--- src/rtl/eod_pkg.sv ---
package eod_pkg;
    localparam int REG_W   = 4;
    localparam int N_FLD   = 4;
    localparam int INSN_W  = REG_W * N_FLD;
    localparam int IDX_W   = REG_W + 1;
    localparam int CLS_W   = 2;

    typedef enum logic [CLS_W-1:0] {
        CLS_TRI = 2'b00,
        CLS_DUO = 2'b01,
        CLS_UNO = 2'b10,
        CLS_NIL = 2'b11
    } opclass_e;

    typedef logic [REG_W-1:0] reg_sel_t;

    typedef struct packed {
        opclass_e          cls;
        logic [IDX_W-1:0]  idx;
        reg_sel_t          ra;
        reg_sel_t          rb;
        reg_sel_t          rc;
    } dec_t;

    function automatic logic fld_all_ones(input reg_sel_t f);
        return &f;
    endfunction

    function automatic logic fld_is_escape2(input reg_sel_t f);
        return &f[REG_W-1:1];
    endfunction
endpackage

--- src/rtl/eod_split.sv ---
module eod_split
    import eod_pkg::*;
(
    input  logic [INSN_W-1:0]           word,
    output logic [N_FLD-1:0][REG_W-1:0] fld
);
    for (genvar gi = 0; gi < N_FLD; gi++) begin : g_fld
        assign fld[gi] = word[gi*REG_W +: REG_W];
    end
endmodule

--- src/rtl/eod_classify.sv ---
module eod_classify
    import eod_pkg::*;
(
    input  logic [N_FLD-1:0][REG_W-1:0] fld,
    output dec_t                        dec
);
    logic top_esc, mid_esc, deep_esc;

    always_comb begin
        top_esc  = fld_all_ones(fld[3]);
        mid_esc  = fld_is_escape2(fld[2]);
        deep_esc = fld_all_ones(fld[2]) && fld_all_ones(fld[1]);
        dec      = '0;
        if (!top_esc) begin
            dec.cls = CLS_TRI;
            dec.idx = {1'b0, fld[3]};
            dec.ra  = fld[2];
            dec.rb  = fld[1];
            dec.rc  = fld[0];
        end else if (!mid_esc) begin
            dec.cls = CLS_DUO;
            dec.idx = {1'b0, fld[2]};
            dec.ra  = fld[1];
            dec.rb  = fld[0];
        end else if (!deep_esc) begin
            dec.cls = CLS_UNO;
            dec.idx = {fld[2][0], fld[1]};
            dec.ra  = fld[0];
        end else begin
            dec.cls = CLS_NIL;
            dec.idx = {1'b0, fld[0]};
        end
    end

    // each class keeps its index inside its own count
    always_comb begin
        assert_tri_range_R5: assert (dec.cls != CLS_TRI || dec.idx < IDX_W'(15));
        assert_duo_range_R5: assert (dec.cls != CLS_DUO || dec.idx < IDX_W'(14));
        assert_uno_range_R5: assert (dec.cls != CLS_UNO || dec.idx < IDX_W'(31));
    end
endmodule

--- src/rtl/eod_stage.sv ---
module eod_stage
    import eod_pkg::*;
(
    input  logic clk,
    input  logic rst,
    input  logic in_valid,
    input  dec_t d,
    output logic q_valid,
    output dec_t q
);
    always_ff @(posedge clk) begin
        if (rst) begin
            q_valid <= 1'b0;
            q       <= '0;
        end else begin
            q_valid <= in_valid;
            if (in_valid) q <= d;
        end
    end
endmodule

--- src/rtl/eod_decoder.sv ---
module eod_decoder
    import eod_pkg::*;
(
    input  logic              clk,
    input  logic              rst,
    input  logic              in_valid,
    input  logic [15:0]       in_word,
    output logic              out_valid,
    output logic [1:0]        out_class,
    output logic [4:0]        out_index,
    output logic [3:0]        out_ra,
    output logic [3:0]        out_rb,
    output logic [3:0]        out_rc
);
    logic [N_FLD-1:0][REG_W-1:0] fld;
    dec_t dec_c, dec_q;

    eod_split u_split (
        .word (in_word),
        .fld  (fld)
    );

    eod_classify u_class (
        .fld (fld),
        .dec (dec_c)
    );

    eod_stage u_stage (
        .clk      (clk),
        .rst      (rst),
        .in_valid (in_valid),
        .d        (dec_c),
        .q_valid  (out_valid),
        .q        (dec_q)
    );

    assign out_class = dec_q.cls;
    assign out_index = dec_q.idx;
    assign out_ra    = dec_q.ra;
    assign out_rb    = dec_q.rb;
    assign out_rc    = dec_q.rc;

    assert_valid_rise_R6: assert property (@(posedge clk) disable iff (rst)
        in_valid |=> out_valid);
    assert_valid_low_R6: assert property (@(posedge clk) disable iff (rst)
        !in_valid |=> !out_valid);
    assert_hold_R7: assert property (@(posedge clk) disable iff (rst)
        !in_valid |=> ($stable(out_class) && $stable(out_index) &&
                       $stable(out_ra) && $stable(out_rb) && $stable(out_rc)));
    assert_tri_class_R1: assert property (@(posedge clk) disable iff (rst)
        (in_valid && in_word[15:12] != 4'hF) |=> (out_class == 2'b00));
    assert_nil_regs_R4: assert property (@(posedge clk) disable iff (rst)
        (out_class == 2'b11) |-> (out_ra == '0 && out_rb == '0 && out_rc == '0));
    assert_uno_regs_R3: assert property (@(posedge clk) disable iff (rst)
        (out_class == 2'b10) |-> (out_rb == '0 && out_rc == '0));
    assert_duo_reg_R2: assert property (@(posedge clk) disable iff (rst)
        (out_class == 2'b01) |-> (out_rc == '0));
    assert_reset_R8: assert property (@(posedge clk)
        rst |=> (!out_valid && out_class == 2'b00 && out_index == '0));
endmodule

--- config.mk ---
export PLATFORM = sky130hd
export DESIGN_NAME = eod_decoder
export DESIGN_NICKNAME = d
export VERILOG_FILES = /design/src/rtl/eod_pkg.sv /design/src/rtl/eod_split.sv /design/src/rtl/eod_classify.sv /design/src/rtl/eod_stage.sv /design/src/rtl/eod_decoder.sv
export SDC_FILE = /design/constraint.sdc
export NUM_CORES = 1
export LEC_CHECK = 0
export BUFFER_PORTS_ARGS = -buffer_cell sky130_fd_sc_hd__buf_2
export CAP_MARGIN = 20
export CORE_AREA = 2 2 62 64
export CTS_CLUSTER_DIAMETER = 80
export DETAILED_ROUTE_END_ITERATION = 12
export DIE_AREA = 0 0 64 66
export HOLD_SLACK_MARGIN = 0.02
export MAX_ROUTING_LAYER = met4
export SYNTH_ARGS = -nofsm -noshare
export SYNTH_HDL_FRONTEND = slang
export SYNTH_HIERARCHICAL = 1
export SYNTH_SLANG_ARGS = --single-unit
--- constraint.sdc ---
create_clock -name clk -period 1.6 [get_ports clk]
set_clock_uncertainty 0.05 [all_clocks]
set_input_delay 0.24 -clock clk [delete_from_list [all_inputs] [get_ports clk]]
set_output_delay 0.24 -clock clk [all_outputs]
set_load 0.1 [all_outputs]
Yosys cells after proc, flatten, opt, wreduce, memory -nomap -nowiden --
Cells that the tools add are included.
Cells by class: reductions and logical operators 5, muxes and demuxes 6
Operator list (count):
- $mux 15 | 1
- $mux 4 | 3
- $reduce_and 4->1 | 3
- $mux 11 | 1
- $mux 6 | 1
- $reduce_and 3->1 | 1
- $logic_and 1x1->1 | 1
Word-level totals: bits of input ports 19, register bits after elaboration 20, word-level logic and storage cells 17

Longest topological paths before layout --
Gate-level depths: netlist of run 1.
word-level depth 5, depth in mapped cells 7

By module --
The synthesis of run 1 kept the hierarchy.
By module, submodules not included:
- eod_stage | sequential area each 400.4 µm², times used 1, area each 698.2 µm², cells an instance 63
- eod_classify | sequential area each 0.0 µm², times used 1, area each 360.3 µm², cells an instance 55
- eod_split | sequential area each 0.0 µm², times used 1, area each 120.1 µm², cells an instance 16

Least setup slack after synthesis of run 1 --
OpenSTA, ideal clock, no wires.
path type register to register, start register u_stage/q[0] (netlist name), end register u_stage/q[0] (netlist bit), path slack 0.310 ns, arrival 1.173 ns, data required time 1.483 ns, cell stages (with the launch flop) 3, setup time 0.067 ns, period minus slack after synthesis 1.290 ns, path through dfxtp_1 > mux2i_1 > nor2_1
RTL lines:
- to (signal assigned) | line eod_stage.sv:14 | q <= '0;
- to (signal assigned) | line eod_stage.sv:17 | if (in_valid) q <= d;
- to (decl) | line eod_stage.sv:9 | output dec_t q

Final worst setup path of run 1 --
start register u_stage/q[11] (netlist bit), end output port out_ra[3]
RTL lines:
- to (decl) | line eod_decoder.sv:11 | output logic [3:0] out_ra,
No word-level cell between the ends.

==> impl_metrics.csv, run 1 <==
group,metric,value,unit
status,outcome,"finished clean",
timing,fin_crit_sh,0.8604,
power,p_clk_frac,0.309,
routing,final_antenna_net_count,0,
routing,via_per_inst,4.900,
timing,relSlewSlack,0.6293,
worst_setup_path,slowest_stage,"buf_2",
flow_run,drv_cap,0,
worst_setup_path,critPathMaxFanout,2,
worst_setup_path,critical-path-max-stage-delay,0.43,ns
clock_network,hold_buffers,0,
logic_synthesis,synthDistinctLibCells,24,
clock_network,cts_tree,"built",
finish,nFillCells,371,
clock_network,cts.sink_count,20,
floorplan,dieArea,4224,sq um
global_route,busiest_layer,"met2",
worst_setup_path,critPathRequiredTime,1.31,ns
clock_network,numCtsBuffers,3,
timing,rsz0062_at_grt,"no",
logic_synthesis,yosysWarningCount,6,
finish,antenna_cells,0,
placed_design,dp_hpwl,1981,um
clock_network,post_cts_resized,0,
global_route,grtUsageMet2,0.2070,
finish,final_cell_mix,"buf_2 (38), nor2_1 (24), dfxtp_1 (20)",
worst_setup_path,crit_buf_inv,1,
finish,area_growth,10.93,%
clock_network,cts_max_level,1,
timing,hold_violations,0,
power,pwr-share-comb,0.286,
power,power_frac_seq,0.404,
power,power_density,1015,nW/um^2
worst_setup_path,crit_type,"reg -> out",
hold_path,hold_class,"in -> reg",
power,p_int,861.3,uW
logic_synthesis,syn_area,1179,sq um
power,sw_frac_of_total,0.3512,
logic_synthesis,syn_nets,153,
timing,fin_tns_setup,0,ns
power,p_leak,0.6234,nW
floorplan,initial_core_util,0.3319,
finish,nNetsFinal,173,
logic_synthesis,synth-seq-cells,20,
routing,wire_per_inst,13.15,um
placed_design,gp_congestion,0.8672,
logic_synthesis,syn_area_per_cell,8.796,sq um
clock_network,clk_pin_slew,0.11,ns
logic_synthesis,syn-instance-count,134,
timing,worst_pin_slew,0.5560,ns
finish,drive_above_1_share,0.3007,
power,p_total,1.328,mW
routing,drt-total-wl,2643,um
global_route,grtUsageTotal,0.1307,
global_route,antenna_found_initial,0,
timing,setup_viol,0,
floorplan,die_h,66,um
routing,drtIter0Drc,59,
routing,drc,0,
timing,fin_ws,0.2234,ns
clock_network,clk_path_buf_depth,2,
placed_design,post-place-ws,0.1823,ns
power,p_switching,466.2,uW
clock_network,cts-root-buf,"clkbuf_4",
global_route,grt_max_degree,21,
global_route,use_met1,0.1682,
logic_synthesis,yosysSeqAreaShare,0.3397,
worst_setup_path,worst_setup_path_start_kind,"flop",
floorplan,coreArea,3551,sq um
timing,drv_slew,0,
floorplan,io_pins,39,
placed_design,port-buffer-count,38,
global_route,grt_pass1_wl,4229,um
floorplan,die_w,64,um
finish,layout_commonest_cell,"buf_2",
worst_setup_path,cpLargestDelayFamily,"buffers and inverters",
worst_setup_path,worstPathCellList,"buf_2",
worst_setup_path,cp-end-kind,"output port",
clock_network,clock_latency,0.30,ns
clock_network,postCtsSetupBuffers,0,
worst_setup_path,worstPathArrival,1.09,ns
timing,period_needed,1.377,ns
floorplan,num_rows,22,
timing,fmax,0.7264,GHz
routing,first_pass_iters,4,
global_route,grt_overflow,0,
global_route,grt_pass1_vias,897,
routing,via_count,985,
global_route,use_met3,0.02044,
power,ir_drop,0.3932,mV
-- cell type report --
class                      instances  area [sq um]  share of cell area
sequential                        20         400.4              0.3062
clock buffer                       3         22.52             0.01722
inverter                           2         7.507            0.005742
clock inverter                     1         30.03             0.02297
timing repair buffer              38         190.2              0.1455
tap                               48         60.06             0.04593
multi-input combinational         89         596.8              0.4565
-- metrics by stage --
stage | hold WS (ns) | instance area [sq um] | utilization | instances
2_1_floorplan | 0.4752 | 1179 | - | 134
3_3_place_gp | 0.4172 | 1255 | 0.3534 | 197
3_5_place_dp | 0.4302 | 1255 | 0.3534 | 197
4_1_cts | 0.2561 | 1308 | 0.3682 | 201
5_1_grt | 0.2735 | 1308 | 0.3682 | 201
6_report | 0.2689 | 1308 | 0.3682 | 201
-- power groups by stage --
| stage | logic (mW) | clock network, mW | registers [mW] |
|---|---|---|---|
| after global routing | 0.399 | 0.449 | 0.541 |
| after detailed placement | 0.379 | 0 | 0.549 |
| final | 0.380 | 0.411 | 0.537 |
| after CTS | 0.380 | 0.425 | 0.538 |
| after global placement | 0.376 | 0 | 0.548 |
| after floorplan | 0.148 | 0 | 0.743 |
-- logic make-up after synthesis --
| group | synth area share |
|---|---|
| buffers and inverters | 0.1539 |
| flip-flops | 0.3397 |
| AO/OA/AOI/OAI | 0.1582 |
| multiplexers | 0.1614 |
| AND/OR/NAND/NOR | 0.1869 |
-- flip-flops by register name (all words and copies together), names as in the netlist --
signal	count
u_stage/q	19
u_stage/q_valid	1
-- Yosys cell counts (all sizes together) --
| library cell | n | area share |
|---|---|---|
| nor2 | 25 | 0.082 |
| buf | 21 | 0.14 |
| dfxtp | 20 | 0.34 |
| mux2i | 19 | 0.16 |
| a21oi | 11 | 0.047 |
| and2 | 5 | 0.027 |
| o211ai | 5 | 0.032 |
| a22o | 4 | 0.030 |
| a21boi | 3 | 0.019 |
| nand2 | 3 | 0.0096 |
| o311ai | 3 | 0.022 |
| and3 | 2 | 0.011 |
| clkbuf | 2 | 0.0064 |
| inv | 2 | 0.0064 |
| nand3 | 2 | 0.017 |
| nand4 | 2 | 0.023 |
| o21ai | 2 | 0.0085 |
| and4 | 1 | 0.0074 |
| nor2b | 1 | 0.0053 |
| nor4 | 1 | 0.0053 |
-- path summary, 6_finish.rpt --
| kind | startpoint | to | slack, ns | depth (start not counted) |
|---|---|---|---|---|
| setup / recovery | u_stage/q[11]$_SDFFE_PP0P_ | out_ra[3] | 0.22 | 1 |
| hold / removal | rst | u_stage/q[12]$_SDFFE_PP0P_ | 0.27 | 2 |
| setup reg to reg | u_stage/q[5]$_SDFFE_PP0P_ | u_stage/q[5]$_SDFFE_PP0P_ | 0.93 | 2 |
| hold reg to reg | u_stage/q[3]$_SDFFE_PP0P_ | u_stage/q[3]$_SDFFE_PP0P_ | 0.45 | 2 |
-- per-layer routing --
| layer | vias up | wire [um] |
|---|---|---|
| li1 | 494 | - |
| met2 | 44 | 1206 |
| met5 | - | 0 |
| met4 | 0 | 48 |
| met1 | 442 | 1211 |
| met3 | 5 | 176 |
Note: power is estimated with default switching activity, not from simulation.
==> run 2: changes to the inputs <==
--- a/config.mk
+++ b/config.mk
@@ -7,10 +7,10 @@
 export LEC_CHECK = 0
 export BUFFER_PORTS_ARGS = -buffer_cell sky130_fd_sc_hd__buf_2
 export CAP_MARGIN = 20
-export CORE_AREA = 2 2 62 64
+export CORE_AREA = 2 2 78 58
 export CTS_CLUSTER_DIAMETER = 80
 export DETAILED_ROUTE_END_ITERATION = 12
-export DIE_AREA = 0 0 64 66
+export DIE_AREA = 0 0 80 60
 export HOLD_SLACK_MARGIN = 0.02
 export MAX_ROUTING_LAYER = met4
 export SYNTH_ARGS = -nofsm -noshare
==> run 2 against run 1 <==
Via count is 0.71% lower. Total power is 7.7% higher. Clock-buffer cell count stayed put. Critical endpoint is now out_index[0]. Largest power group unchanged. Critical path depth stayed put. Routed wire length is 4.0% higher. Core utilization is 4.1 points lower. Non-clock buffer count is 1 higher. Die area is 14% higher. Combinational power hardly changed. Worst hold slack better by 0.054 ns. Clock power is 24% higher.
==> impl_metrics.csv, run 2 (same netlist as run 1, synthesis figures left out) <==
group,metric,value,unit
status,outcome,"finished clean",
worst_setup_path,critPathMaxFanout,2,
global_route,grt_max_degree,21,
worst_setup_path,crit_type,"reg -> out",
power,p_leak,0.6360,nW
placed_design,port-buffer-count,38,
power,power_frac_seq,0.376,
power,sw_frac_of_total,0.3403,
power,power_density,1065,nW/um^2
clock_network,clock_latency,0.26,ns
worst_setup_path,crit_buf_inv,1,
worst_setup_path,critPathRequiredTime,1.31,ns
timing,fin_tns_setup,0,ns
clock_network,cts_tree,"built",
clock_network,postCtsSetupBuffers,0,
clock_network,post_cts_resized,0,
finish,drive_above_1_share,0.3052,
timing,fin_crit_sh,0.8577,
worst_setup_path,slowest_stage,"buf_2",
floorplan,die_w,80,um
worst_setup_path,worstPathArrival,1.08,ns
timing,setup_viol,0,
global_route,grtUsageTotal,0.1217,
clock_network,clk_pin_slew,0.08,ns
power,pwr-share-comb,0.268,
global_route,grt_overflow,0,
floorplan,coreArea,4104,sq um
timing,hold_violations,0,
worst_setup_path,cpLargestDelayFamily,"buffers and inverters",
clock_network,cts-root-buf,"clkbuf_8",
timing,fin_ws,0.2276,ns
clock_network,hold_buffers,0,
timing,relSlewSlack,0.6700,
global_route,grt_pass1_wl,4422,um
routing,first_pass_iters,4,
worst_setup_path,worstPathCellList,"buf_2",
routing,drt-total-wl,2750,um
finish,largest-register,"u_stage/q",
power,p_clk_frac,0.356,
routing,final_antenna_net_count,0,
finish,largest_registers,"u_stage/q (19), u_stage/q_valid (1)",
timing,rsz0062_at_grt,"no",
worst_setup_path,critical-path-max-stage-delay,0.45,ns
clock_network,cts.sink_count,20,
finish,antenna_cells,0,
flow_run,drv_cap,0,
routing,drtIter0Drc,67,
clock_network,clk_path_buf_depth,2,
global_route,antenna_found_initial,0,
power,p_switching,486.6,uW
floorplan,io_pins,39,
timing,drv_slew,0,
worst_setup_path,worst_setup_path_start_kind,"flop",
power,p_int,943.3,uW
clock_network,numCtsBuffers,3,
finish,area_growth,13.91,%
finish,largest_reg_flops,19,
timing,fin_hold_ws,0.3229,ns
floorplan,dieArea,4800,sq um
routing,via_count,978,
global_route,grt_pass1_vias,889,
placed_design,dp_hpwl,2037,um
routing,wire_per_inst,13.16,um
placed_design,gp_congestion,0.8265,
finish,layout_commonest_cell,"buf_2",
finish,nNetsFinal,174,
routing,via_per_inst,4.679,
placed_design,post-place-ws,0.1930,ns
timing,fmax,0.7287,GHz
power,ir_drop,0.4269,mV
hold_path,hold_class,"in -> reg",
timing,worst_pin_slew,0.4984,ns
clock_network,cts_max_level,1,
timing,period_needed,1.372,ns
finish,final_cell_mix,"buf_2 (38), nor2_1 (24), dfxtp_1 (20)",
routing,drc,0,
floorplan,initial_core_util,0.2872,
floorplan,num_rows,20,
floorplan,die_h,60,um
worst_setup_path,cp-end-kind,"output port",
-- run 2: cell types whose count changed in the layout (fill, tap and decap cells not counted) --
cell      previous run  this run
buf_4                0         1
clkbuf_8             0         3
clkbuf_4             3         0
-- run 2: path summary, 6_finish.rpt --
path / to / start / slack (ns) / depth (start not counted)
setup reg to reg: u_stage/q[12]$_SDFFE_PP0P_ / u_stage/q[12]$_SDFFE_PP0P_ / 0.91 / 2
setup / recovery: out_index[0] / u_stage/q[12]$_SDFFE_PP0P_ / 0.23 / 1
hold reg to reg: u_stage/q[2]$_SDFFE_PP0P_ / u_stage/q[2]$_SDFFE_PP0P_ / 0.44 / 2
hold / removal: u_stage/q[3]$_SDFFE_PP0P_ / in_word[3] / 0.32 / 4
-- run 2: layout make-up --
class / count / area [sq um]
Inverter: 2 / 7.507
Tap cell: 55 / 68.82
Clock buffer: 3 / 41.29
Multi-Input combinational cell: 89 / 596.8
Timing Repair Buffer: 39 / 197.7
Sequential cell: 20 / 400.4
Clock inverter: 1 / 30.03
Fill cell: 452 / 2761
-- run 2: layer usage --
layer  vias to the layer above  wire length, um  global-route usage
met1                       455             1527              0.1850
met2                        30             1078              0.1619
met4                         0                0            0.007264
li1                        493                -                   -
met3                         0              143             0.03776
met5                         -                0                   -
-- run 2: per-stage QoR --
| stage | instance area [sq um] | cells | utilization | power [mW] |
|---|---|---|---|---|
| detailed placement | 1271 | 205 | 0.3098 | 0.9311 |
| global route | 1343 | 209 | 0.3271 | 1.486 |
| floorplan | 1179 | 134 | - | 0.8913 |
| finish | 1343 | 209 | 0.3271 | 1.430 |
| CTS | 1343 | 209 | 0.3271 | 1.441 |
| global placement | 1271 | 205 | 0.3098 | 0.9310 |
-- run 2: power groups by stage --
stage	Clock [mW]	Sequential, mW	Combinational (mW)
after floorplan	0	0.743	0.148
after global placement	0	0.550	0.381
after detailed placement	0	0.548	0.383
after CTS	0.520	0.537	0.384
after global routing	0.542	0.540	0.404
final	0.509	0.537	0.383
==> run 3: changes to the inputs <==
--- a/config.mk
+++ b/config.mk
@@ -7,10 +7,10 @@
 export LEC_CHECK = 0
 export BUFFER_PORTS_ARGS = -buffer_cell sky130_fd_sc_hd__buf_2
 export CAP_MARGIN = 20
-export CORE_AREA = 2 2 78 58
+export CORE_AREA = 2 2 66 68
 export CTS_CLUSTER_DIAMETER = 80
 export DETAILED_ROUTE_END_ITERATION = 12
-export DIE_AREA = 0 0 80 60
+export DIE_AREA = 0 0 68 70
 export HOLD_SLACK_MARGIN = 0.02
 export MAX_ROUTING_LAYER = met4
 export SYNTH_ARGS = -nofsm -noshare
==> constraint.sdc (replaced) <==
create_clock -name clk -period 1.7 [get_ports clk]
set_clock_uncertainty 0.05 [all_clocks]
set_input_delay 0.255 -clock clk [delete_from_list [all_inputs] [get_ports clk]]
set_output_delay 0.255 -clock clk [all_outputs]
set_load 0.1 [all_outputs]
==> run 3 against run 2 <==
Die area down 0.83%. Routed wire length decreased by 3.2%. Core utilization decreased by 0.80 points. Sequential power is 6.0% lower. Final cell count fell by 1.4%. Via count fell by 1.6%. Total power is 15% lower. Global-route usage decreased by 0.56 points. Highest routed layer is now met4.
==> impl_metrics.csv, run 3 (same netlist as run 1, synthesis figures left out) <==
group,metric,value,unit
status,outcome,"finished clean",
floorplan,die_h,70,um
clock_network,postCtsSetupBuffers,0,
worst_setup_path,cp-end-kind,"output port",
finish,layout_commonest_cell,"buf_2",
worst_setup_path,crit_buf_inv,1,
finish,nFillCells,456,
finish,largest-register,"u_stage/q",
hold_path,hold_class,"in -> reg",
routing,first_pass_iters,4,
floorplan,initial_core_util,0.2844,
worst_setup_path,worstPathCellList,"buf_2",
timing,rsz0062_at_grt,"no",
power,p_leak,0.6290,nW
floorplan,die_w,68,um
finish,final_cell_mix,"buf_2 (38), nor2_1 (24), dfxtp_1 (20)",
finish,largest_reg_flops,19,
global_route,grt_pass1_wl,4146,um
power,power_density,923.4,nW/um^2
clock_network,cts_tree,"built",
floorplan,coreArea,4144,sq um
timing,fin_tns_setup,0,ns
finish,largest_registers,"u_stage/q (19), u_stage/q_valid (1)",
finish,area_growth,12.21,%
worst_setup_path,crit_type,"reg -> out",
power,ir_drop,0.3168,mV
global_route,grt_max_degree,21,
global_route,grt_overflow,0,
timing,setup_viol,0,
routing,drtIter0Drc,27,
finish,nNetsFinal,174,
timing,drv_slew,0,
timing,hold_violations,0,
routing,drt-total-wl,2661,um
finish,drive_above_1_share,0.3052,
worst_setup_path,critical-path-max-stage-delay,0.43,ns
clock_network,cts_max_level,1,
routing,via_count,962,
placed_design,gp_congestion,0.8588,
placed_design,dp_hpwl,1998,um
routing,wire_per_inst,12.92,um
clock_network,clock_latency,0.25,ns
routing,via_per_inst,4.670,
clock_network,clk_pin_slew,0.07,ns
worst_setup_path,critPathRequiredTime,1.39,ns
worst_setup_path,slowest_stage,"buf_2",
clock_network,clk_path_buf_depth,2,
finish,seq_area,400.4,sq um
clock_network,cts.sink_count,20,
finish,antenna_cells,0,
global_route,antenna_found_initial,0,
clock_network,post_cts_resized,0,
clock_network,cts-root-buf,"clkbuf_8",
clock_network,hold_buffers,0,
finish,multi_input_area,596.8,sq um
timing,period_needed,1.333,ns
placed_design,port-buffer-count,38,
routing,drc,0,
floorplan,num_rows,24,
worst_setup_path,cpLargestDelayFamily,"buffers and inverters",
global_route,grt_pass1_vias,855,
flow_run,drv_cap,0,
global_route,grtUsageTotal,0.1161,
floorplan,io_pins,39,
timing,fin_crit_sh,0.7841,
finish,final_core_util,0.3191,
worst_setup_path,worstPathArrival,1.03,ns
worst_setup_path,worst_setup_path_start_kind,"flop",
worst_setup_path,critPathMaxFanout,2,
routing,final_antenna_net_count,0,
timing,fmax,0.7502,GHz
floorplan,dieArea,4760,sq um
timing,worst_pin_slew,0.4917,ns
timing,relSlewSlack,0.6745,
clock_network,numCtsBuffers,3,
run 3: cell count changes in the layout (fill, tap and decap cells not counted), sizes merged:
cell / before / now
bufinv: 1 / 0
clkbuf: 3 / 4
run 3: per-layer routing:
layer	part of all wire	track usage	wire (um)
met3	0.074	0.03221	198
met1	0.48	0.1620	1264
met5	0	-	0
met2	0.44	0.1629	1176
met4	0.0079	0.03333	21
run 3: area by class of cell:
type	count	area share
clock buffer	4	0.04163
inverter	2	0.005676
multi-input combinational	89	0.4513
sequential	20	0.3027
tap	52	0.04920
timing repair buffer	39	0.1495
run 3: worst paths after layout:
check,start,endpoint,slack [ns],cells past startpoint
setup / recovery,u_stage/q[17]$_SDFFE_PP0P_,out_class[0],0.37,1
hold / removal,rst,u_stage/q[5]$_SDFFE_PP0P_,0.34,2
setup reg to reg,u_stage/q[1]$_SDFFE_PP0P_,u_stage/q[1]$_SDFFE_PP0P_,1.02,2
hold reg to reg,u_stage/q[13]$_SDFFE_PP0P_,u_stage/q[13]$_SDFFE_PP0P_,0.44,2
run 3: metrics by stage:
stage / power (mW) / worst slack [ns] / hold WS, ns / instances / instance area, sq um
2_1_floorplan: 0.8389 / 0.4100 / 0.4902 / 134 / 1179
6_report: 1.221 / 0.3670 / 0.3382 / 206 / 1323
3_5_place_dp: 0.8751 / 0.3033 / 0.4307 / 202 / 1267
3_3_place_gp: 0.8745 / 0.3195 / 0.4278 / 202 / 1267
5_1_grt: 1.278 / 0.3207 / 0.3506 / 206 / 1323
4_1_cts: 1.241 / 0.3543 / 0.3383 / 206 / 1323
run 3: power by group:
group / total, mW / switching (mW) / internal (mW)
Clock: 0.358 / 0.152 / 0.206
Combinational: 0.358 / 0.278 / 0.0797
Sequential: 0.505 / 0.0113 / 0.494
